--- config.mk ---
export PLATFORM = sky130hd
export DESIGN_NAME = shared_win_csr
export DESIGN_NICKNAME = d
export VERILOG_FILES = /design/src/rtl/shared_win_pkg.sv /design/src/rtl/swin_csr_reg.sv /design/src/rtl/swin_decode.sv /design/src/rtl/swin_bus_mon.sv /design/src/rtl/shared_win_csr.sv
export SDC_FILE = /design/constraint.sdc
export NUM_CORES = 1
export LEC_CHECK = 0
export BUFFER_PORTS_ARGS = -buffer_cell sky130_fd_sc_hd__buf_2
export CAP_MARGIN = 0
export CORE_MARGIN = 10
export CORE_UTILIZATION = 49
export DETAILED_ROUTE_END_ITERATION = 8
export PLACE_DENSITY = 0.84
export SYNTH_ARGS = -nofsm -noshare
export SYNTH_HDL_FRONTEND = slang
export SYNTH_SLANG_ARGS = --single-unit
--- constraint.sdc ---
create_clock -name clk_i -period 4.2 [get_ports clk_i]
set_clock_uncertainty 0.05 [all_clocks]
set_input_delay 0.21 -clock clk_i [delete_from_list [all_inputs] [get_ports clk_i]]
set_output_delay 0.21 -clock clk_i [all_outputs]
set_load 0.05 [all_outputs]
--- src/rtl/shared_win_pkg.sv ---
package shared_win_pkg;
  localparam int BASE_W = 4;
  localparam int DATA_W = 8;

  typedef struct packed {
    logic              pend;
    logic              win_en;
    logic              mon_en;
    logic              slot1;
    logic [BASE_W-1:0] base;
  } csr_t;
endpackage

--- src/rtl/swin_csr_reg.sv ---
module swin_csr_reg
  import shared_win_pkg::*;
#(
  parameter int ADDR_W  = 3,
  parameter int REG_OFS = 5
) (
  input  logic              clk_i,
  input  logic              rst_ni,
  input  logic              sel_i,
  input  logic              we_i,
  input  logic [ADDR_W-1:0] addr_i,
  input  logic [DATA_W-1:0] wdata_i,
  input  logic              mbox_set_i,
  input  logic              slot1_i,
  output logic [DATA_W-1:0] rdata_o,
  output csr_t              csr_o
);
  logic              addr_hit, wr_en;
  logic              pend_q, win_en_q, mon_en_q;
  logic [BASE_W-1:0] base_q;
  csr_t              wd;
  logic              unused_wd_slot;

  assign wd             = csr_t'(wdata_i);
  assign unused_wd_slot = wd.slot1;
  assign addr_hit       = sel_i && (addr_i == ADDR_W'(REG_OFS));
  assign wr_en          = addr_hit && we_i;

  always_ff @(posedge clk_i or negedge rst_ni) begin
    if (!rst_ni) begin
      win_en_q <= 1'b0;
      mon_en_q <= 1'b0;
      base_q   <= '0;
    end else if (wr_en) begin
      win_en_q <= wd.win_en;
      mon_en_q <= wd.mon_en;
      base_q   <= wd.base;
    end
  end

  // set has priority over write-one-to-clear
  always_ff @(posedge clk_i or negedge rst_ni) begin
    if (!rst_ni)                pend_q <= 1'b0;
    else if (mbox_set_i)        pend_q <= 1'b1;
    else if (wr_en && wd.pend)  pend_q <= 1'b0;
  end

  assign csr_o   = '{pend: pend_q, win_en: win_en_q, mon_en: mon_en_q,
                     slot1: slot1_i, base: base_q};
  assign rdata_o = addr_hit ? DATA_W'(csr_o) : '0;
endmodule

--- src/rtl/swin_decode.sv ---
module swin_decode #(
  parameter int BP_ADDR_W = 24,
  parameter int BASE_W    = 4
) (
  input  logic                 win_en_i,
  input  logic                 strobe_i,
  input  logic [BP_ADDR_W-1:0] addr_i,
  input  logic [BASE_W-1:0]    base_i,
  output logic                 hit_o
);
  localparam int LSB = BP_ADDR_W - BASE_W;

  logic [BASE_W-1:0] bit_eq;
  logic              unused_low;

  for (genvar b = 0; b < BASE_W; b++) begin : g_cmp
    assign bit_eq[b] = (addr_i[LSB+b] == base_i[b]);
  end

  assign unused_low = ^addr_i[LSB-1:0];
  assign hit_o      = win_en_i && strobe_i && (&bit_eq);
endmodule

--- src/rtl/swin_bus_mon.sv ---
module swin_bus_mon #(
  parameter int TERM = 2048
) (
  input  logic clk_i,
  input  logic rst_ni,
  input  logic en_i,
  input  logic strobe_i,
  input  logic ack_i,
  output logic berr_o
);
  localparam int CNT_W = (TERM > 2) ? $clog2(TERM) : 1;
  localparam logic [CNT_W-1:0] LAST = CNT_W'(TERM - 1);

  logic             strobe_q, stopped_q, berr_q;
  logic [CNT_W-1:0] cnt_q;
  logic             start;

  assign start = strobe_i && !strobe_q;

  always_ff @(posedge clk_i or negedge rst_ni) begin
    if (!rst_ni) begin
      strobe_q  <= 1'b0;
      stopped_q <= 1'b0;
      berr_q    <= 1'b0;
      cnt_q     <= '0;
    end else begin
      strobe_q <= strobe_i;
      berr_q   <= 1'b0;
      if (start) begin
        cnt_q     <= '0;
        stopped_q <= 1'b0;
      end else if (strobe_i && ack_i) begin
        stopped_q <= 1'b1;
      end else if (strobe_i && !stopped_q && en_i) begin
        if (cnt_q == LAST) begin
          berr_q    <= 1'b1;
          stopped_q <= 1'b1;
        end else begin
          cnt_q <= cnt_q + 1'b1;
        end
      end
    end
  end

  assign berr_o = berr_q;
endmodule

--- src/rtl/shared_win_csr.sv ---
module shared_win_csr
  import shared_win_pkg::*;
#(
  parameter int CLK_HZ     = 16_000_000,
  parameter int TIMEOUT_US = 128,
  parameter int ADDR_W     = 3,
  parameter int REG_OFS    = 5,
  parameter int BP_ADDR_W  = 24
) (
  input  logic                 clk_i,
  input  logic                 rst_ni,
  input  logic                 slot1_strap_i,
  input  logic                 cpu_sel_i,
  input  logic                 cpu_we_i,
  input  logic [ADDR_W-1:0]    cpu_addr_i,
  input  logic [DATA_W-1:0]    cpu_wdata_i,
  output logic [DATA_W-1:0]    cpu_rdata_o,
  input  logic                 mbox_wr_i,
  input  logic                 bp_strobe_i,
  input  logic                 bp_ack_i,
  input  logic [BP_ADDR_W-1:0] bp_addr_i,
  output logic                 win_hit_o,
  output logic                 mbox_irq_o,
  output logic                 berr_o
);
  localparam longint TERM_L = (longint'(CLK_HZ) * TIMEOUT_US) / 1_000_000;
  localparam int     TERM   = int'(TERM_L);

  csr_t csr_q;

  swin_csr_reg #(.ADDR_W(ADDR_W), .REG_OFS(REG_OFS)) u_reg (
    .clk_i     (clk_i),
    .rst_ni    (rst_ni),
    .sel_i     (cpu_sel_i),
    .we_i      (cpu_we_i),
    .addr_i    (cpu_addr_i),
    .wdata_i   (cpu_wdata_i),
    .mbox_set_i(mbox_wr_i),
    .slot1_i   (slot1_strap_i),
    .rdata_o   (cpu_rdata_o),
    .csr_o     (csr_q)
  );

  swin_decode #(.BP_ADDR_W(BP_ADDR_W), .BASE_W(BASE_W)) u_dec (
    .win_en_i(csr_q.win_en),
    .strobe_i(bp_strobe_i),
    .addr_i  (bp_addr_i),
    .base_i  (csr_q.base),
    .hit_o   (win_hit_o)
  );

  swin_bus_mon #(.TERM(TERM)) u_mon (
    .clk_i   (clk_i),
    .rst_ni  (rst_ni),
    .en_i    (csr_q.mon_en),
    .strobe_i(bp_strobe_i),
    .ack_i   (bp_ack_i),
    .berr_o  (berr_o)
  );

  assign mbox_irq_o = csr_q.pend;
endmodule

### After elaboration in Yosys (flattened, before gate mapping)

Index checks and enable logic that the tools add are counted.

* add/sub/neg operators: 1
* equality and inequality tests: 8
* mux-type cells: 15
* reduce and logical (&&, ||, !) cells: 18

Operator list (count)
* 11-bit 2-to-1 mux: 4
* 11-bit by 1-bit adder with 11-bit output (second input constant): 1
* 11-bit equality test (second input constant): 1
* 1-bit 2-to-1 mux: 10
* 1-bit logical AND: 9
* 8-bit 2-to-1 mux: 1
* 3-bit nonzero test: 2
* 1-bit equality test: 4
* 2-bit by 1-bit inequality test with 1-bit output (second input constant): 2
* 4-bit AND reduction: 1
* 2-bit nonzero test: 2
* 3-bit equality test (second input constant): 1
* 3-bit AND reduction: 1
* 1-bit logical NOT: 2
* 2-bit AND reduction: 1

* bits in registers: 21
* word-level logic and storage cells: 50

### Logic depth before layout (Yosys ltp)

* depth in word-level cells: 6
* gate-level depth with buffers: 6
* depth with buffers taken out: 5

### Modules after synthesis

A second synthesis with hierarchy kept.

* cells, all modules: 113
* area, all modules: 1219.9 sq um

Modules (own cells, without submodules)
* swin_bus_mon: times used 1, cells an instance 75, area an instance 752.0 sq um, seq. area each 350.3 sq um
* swin_csr_reg: times used 1, cells an instance 30, area an instance 409.1 sq um, seq. area each 175.2 sq um
* swin_decode: times used 1, cells an instance 8, area an instance 58.8 sq um, seq. area each 0.0 sq um

### Worst setup path after synthesis

No wires, ideal clock.

* kind: register to output
* start point: register u_reg.base_q[2]
* end point: output win_hit_o
* arrival time: 2.083 ns
* path slack: 1.857 ns
* stages on the path, launching flop included: 3
* path buffers: 0
* cell sequence: dfrtp_1 -> xor2_1 -> nor4_1

* word-level cells in the longest chain between the ends: 3

Ends and longest elaborated chain
* start, declared: line swin_csr_reg.sv:20 `logic [BASE_W-1:0] base_q;`
* start signal, assigned: line swin_csr_reg.sv:37 `base_q <= wd.base;`
* 1-bit equality test: line swin_decode.sv:17 `assign bit_eq[b] = (addr_i[LSB+b] == base_i[b]);`
* 4-bit AND reduction: line swin_decode.sv:21 `assign hit_o = win_en_i && strobe_i && (&bit_eq);`
* 1-bit logical AND: line swin_decode.sv:21
* end, declared: line shared_win_csr.sv:22 `output logic win_hit_o,`

No other way between the ends.

### Worst setup path after layout

* start point: register u_mon.cnt_q[0]
* end point: register u_mon.cnt_q[9]

* word-level cells in the longest chain between the ends: 5

Ends and longest elaborated chain
* start, declared: line swin_bus_mon.sv:15 `logic [CNT_W-1:0] cnt_q;`
* start signal, assigned: line swin_bus_mon.sv:39 `cnt_q <= cnt_q + 1'b1;`
* 11-bit by 1-bit adder with 11-bit output: line swin_bus_mon.sv:39
* 11-bit 2-to-1 mux: line swin_bus_mon.sv:35 `if (cnt_q == LAST) begin`
* 11-bit 2-to-1 mux: line swin_bus_mon.sv:34 `end else if (strobe_i && !stopped_q && en_i) begin`
* 11-bit 2-to-1 mux: line swin_bus_mon.sv:32 `end else if (strobe_i && ack_i) begin`
* 11-bit 2-to-1 mux: line swin_bus_mon.sv:29 `if (start) begin`

Parallel ways exist; a longest one is shown, timed or not. The select of a mux whose other input is x is not followed.
A chain may end at the register's enable or synchronous reset.

==> results.ini <==
[hold_path]
hp-start=mbox_wr_i
whs_path_depth=2
hold_path.class=in -> reg
hold_end=u_reg.pend_q

[power_and_ir_drop]
p_sw_share_pct=26.78
combPwrFrac_pct=16.5
p_seq_share_pct=59.1
power.internal_uw=288.3
p_clk_share_pct=24.4
p_sw_uw=105.4
finalPower_uw=393.7
power.leakage_uw=0.0006402
ir_drop_mv=0.1999
power_density_mw_per_mm2=293.5

[route]
postRouteAntennaNets=0
drtIter0Drc=33
vias_per_cell=5.572
first_pass_iters=4
wl_mm=2.517
vias=925
wl_per_cell_um=15.16
drc=0

[critical_path]
cp.buffers_inverters=0
r2r-end=u_mon.cnt_q[9]
ff2ff_path_depth=5
cp-start-kind=flop
crit_path_end_kind=flop
regToRegSetupSlack_ns=2.35
path_class=reg -> reg
required_ns=4.34
crit_chain=ha_1 > and3_4 > and4_4 > o21a_4 > a221o_1
path_delay_family=compound AO/OA/AOI/OAI gates
crit_fanout=9
reg2reg_from=u_mon.cnt_q[0]
arrival_ns=1.99
slowest_stage=dfrtp_1
slowest_delay_ns=0.43

[synth]
synth_cell_types=35
synthTopCellsByArea=dfrtp_1 47%, mux2_2 7.0%, and2_1 5.6%
syn_area_mm2=0.001125
synth_area_leader_cell=dfrtp_1
syn_inst=103
ys_ff_latch=21
avgSynthCellArea_um2=10.92
yosys_warnings=0
syn-num-nets=147
yosysTopAreaCellShare_pct=46.72
ys_seq_area_share_pct=46.72

[global_routing]
grt.overflow.total=0
grt_max_degree=22
grt_pass1_vias=977
antenna_found_initial=0
grt_usage_pct=11.54
grt_pass1_wl_mm=4.215

[timing]
max_slew_margin_pct=69.02
rsz0062_at_grt=false
fin_worst_hold_slack_ns=0.02719
setup_ws_ns=2.353
final.period_utilization_pct=43.98
finalSetupViolCount=0
tns_ns=0
fmax_ghz=0.5414
tightest_slew_ns=0.4647
fin_crit_ns=1.847
hold_viol_final=0
finalMaxSlewViolations=0

[cts]
clk-insertion-delay-late_ns=0.31
path_clk_slew_ns=0.11
cts_buffer_depth=2
htreeDepth=1
cts_made_buffers=3
cts_tree=yes
cts.sinks=21
cts.repair.resized=0
post-cts-setup-buffers=0
ctsRootBufferMaster=clkbuf_4

[placement]
dp_hpwl_mm=1.915
place_congestion=0.7977
dp_slack_ns=2.374
portBuffers=32
post_dp_cell_area_mm2=0.001305

[floorplanning]
die_area_mm2=0.004612
die_h_um=67.91
initial_core_util_pct=51.34
die_width_um=67.91
ios=54
row_count=17
core_mm2=0.002191

[run]
cap_viol_max_count=0

[finish]
final_nets=183
syn_to_final_growth_pct=19.24
final_cell_area_mm2=0.001341
fill_cells=188
diodes=0
layout-drive-gt1-share_pct=37.68

[run_status]
status=finished, final reports clean

## cell families (layout without fill, tap and decap cells)
group,Yosys count,count (layout),synth area share [%]
multiplexers,7,7,7.008
flip-flops,21,21,46.72
AND/OR/NAND/NOR,51,51,28.03
buffers and inverters,2,37,1.334
AO/OA/AOI/OAI,16,16,11.90
XOR/XNOR,5,5,3.894
adder cells (fa/ha/maj),1,1,1.112
## timing repair
item | 4_1_cts | 5_1_grt
hold buffers | 1 | 0
hold endpoints to repair | 21 | 0
setup endpoints to repair | 0 | 0
## state kept, by name (all words and copies together) (netlist names)
| signal | flops |
|---|---|
| u_reg.mon_en_q | 1 |
| u_mon.strobe_q | 1 |
| u_reg.win_en_q | 1 |
| u_mon.berr_o | 1 |
| u_reg.pend_q | 1 |
| u_mon.cnt_q | 11 |
| u_mon.stopped_q | 1 |
| u_reg.base_q | 4 |
## worst max path at each step
stage,to,depth (start not counted),slack [ns],start
floorplan,win_hit_o,2,1.86,u_reg.base_q[2]
global placement,u_mon.cnt_q[7],5,2.39,u_mon.cnt_q[0]
detailed placement,u_mon.cnt_q[7],5,2.37,u_mon.cnt_q[0]
CTS,u_mon.cnt_q[9],5,2.35,u_mon.cnt_q[0]
global route,u_mon.cnt_q[9],5,2.29,u_mon.cnt_q[0]
finish,u_mon.cnt_q[9],5,2.35,u_mon.cnt_q[0]
## Yosys cell counts, drive strengths merged
library cell,n
a21boi,1
a21o,1
a21oi,1
a221o,3
a22o,2
and2,11
and3,4
and4,3
and4b,1
buf,1
clkbuf,1
dfrtp,21
ha,1
mux2,7
nand2,7
nand2b,3
nand3,10
nand4,1
nor2,3
nor3,3
nor3b,1
nor4,2
o211ai,2
o21a,2
o21ai,2
o22a,2
or4,2
xnor2,2
xor2,3
## final cells by class
| type | instances | area [um^2] | area share [%] |
|---|---|---|---|
| clock buffers | 4 | 26.28 | 1.959 |
| repair buffers | 33 | 170.2 | 12.69 |
| flip-flops and latches | 21 | 525.5 | 39.18 |
| well taps | 28 | 35.03 | 2.612 |
| multi-input cells | 80 | 584.3 | 43.56 |
## layout by cell type (no fill, tap or decap), types with 2 or more instances in the layout
cell type and count:
a221o_1 2, xor2_1 3, dfrtp_1 21, and3_2 2, nand3_1 10, xnor2_1 2
nand2b_1 3, nor3_1 3, o22a_1 2, or4_1 2, mux2_2 7, nand2_1 7
o211ai_1 2, nor2_1 3, nor4_1 2, and3_4 2, buf_2 32, and2_1 10
a22o_1 2, o21ai_0 2, clkbuf_4 3
## power groups by stage
stage	clock, uW	combinational, uW	sequential (uW)
finish	96.1	65.0	233
CTS	99.8	66.1	233
global route	108	72.4	235
floorplan	0	42.2	234
global placement	0	63.0	235
detailed placement	0	65.2	237
## per-layer routing
| metal | share of wire, % | GRT usage (%) | vias to the layer above | routed length (um) |
|---|---|---|---|---|
| met4 | 1.7 | 5.276 | 0 | 44 |
| met3 | 13 | 3.426 | 5 | 315 |
| li1 | - | - | 456 | - |
| met2 | 45 | 20.54 | 37 | 1132 |
| met5 | 0 | 0 | - | 0 |
| met1 | 41 | 12.33 | 427 | 1024 |
## through the flow
step	util [%]	std cells
after floorplan	-	103
after global placement	59.57	161
after detailed placement	59.57	161
after CTS	61.22	166
after global routing	61.22	166
final	61.22	166
## worst reg2reg max path, stage by stage (launching register included)
cell     delay [ns]
dfrtp_1        0.43
ha_1           0.24
and3_4         0.21
and4_4         0.21
o21a_4         0.25
a221o_1        0.35
Note: power is estimated with default switching activity, not from simulation.
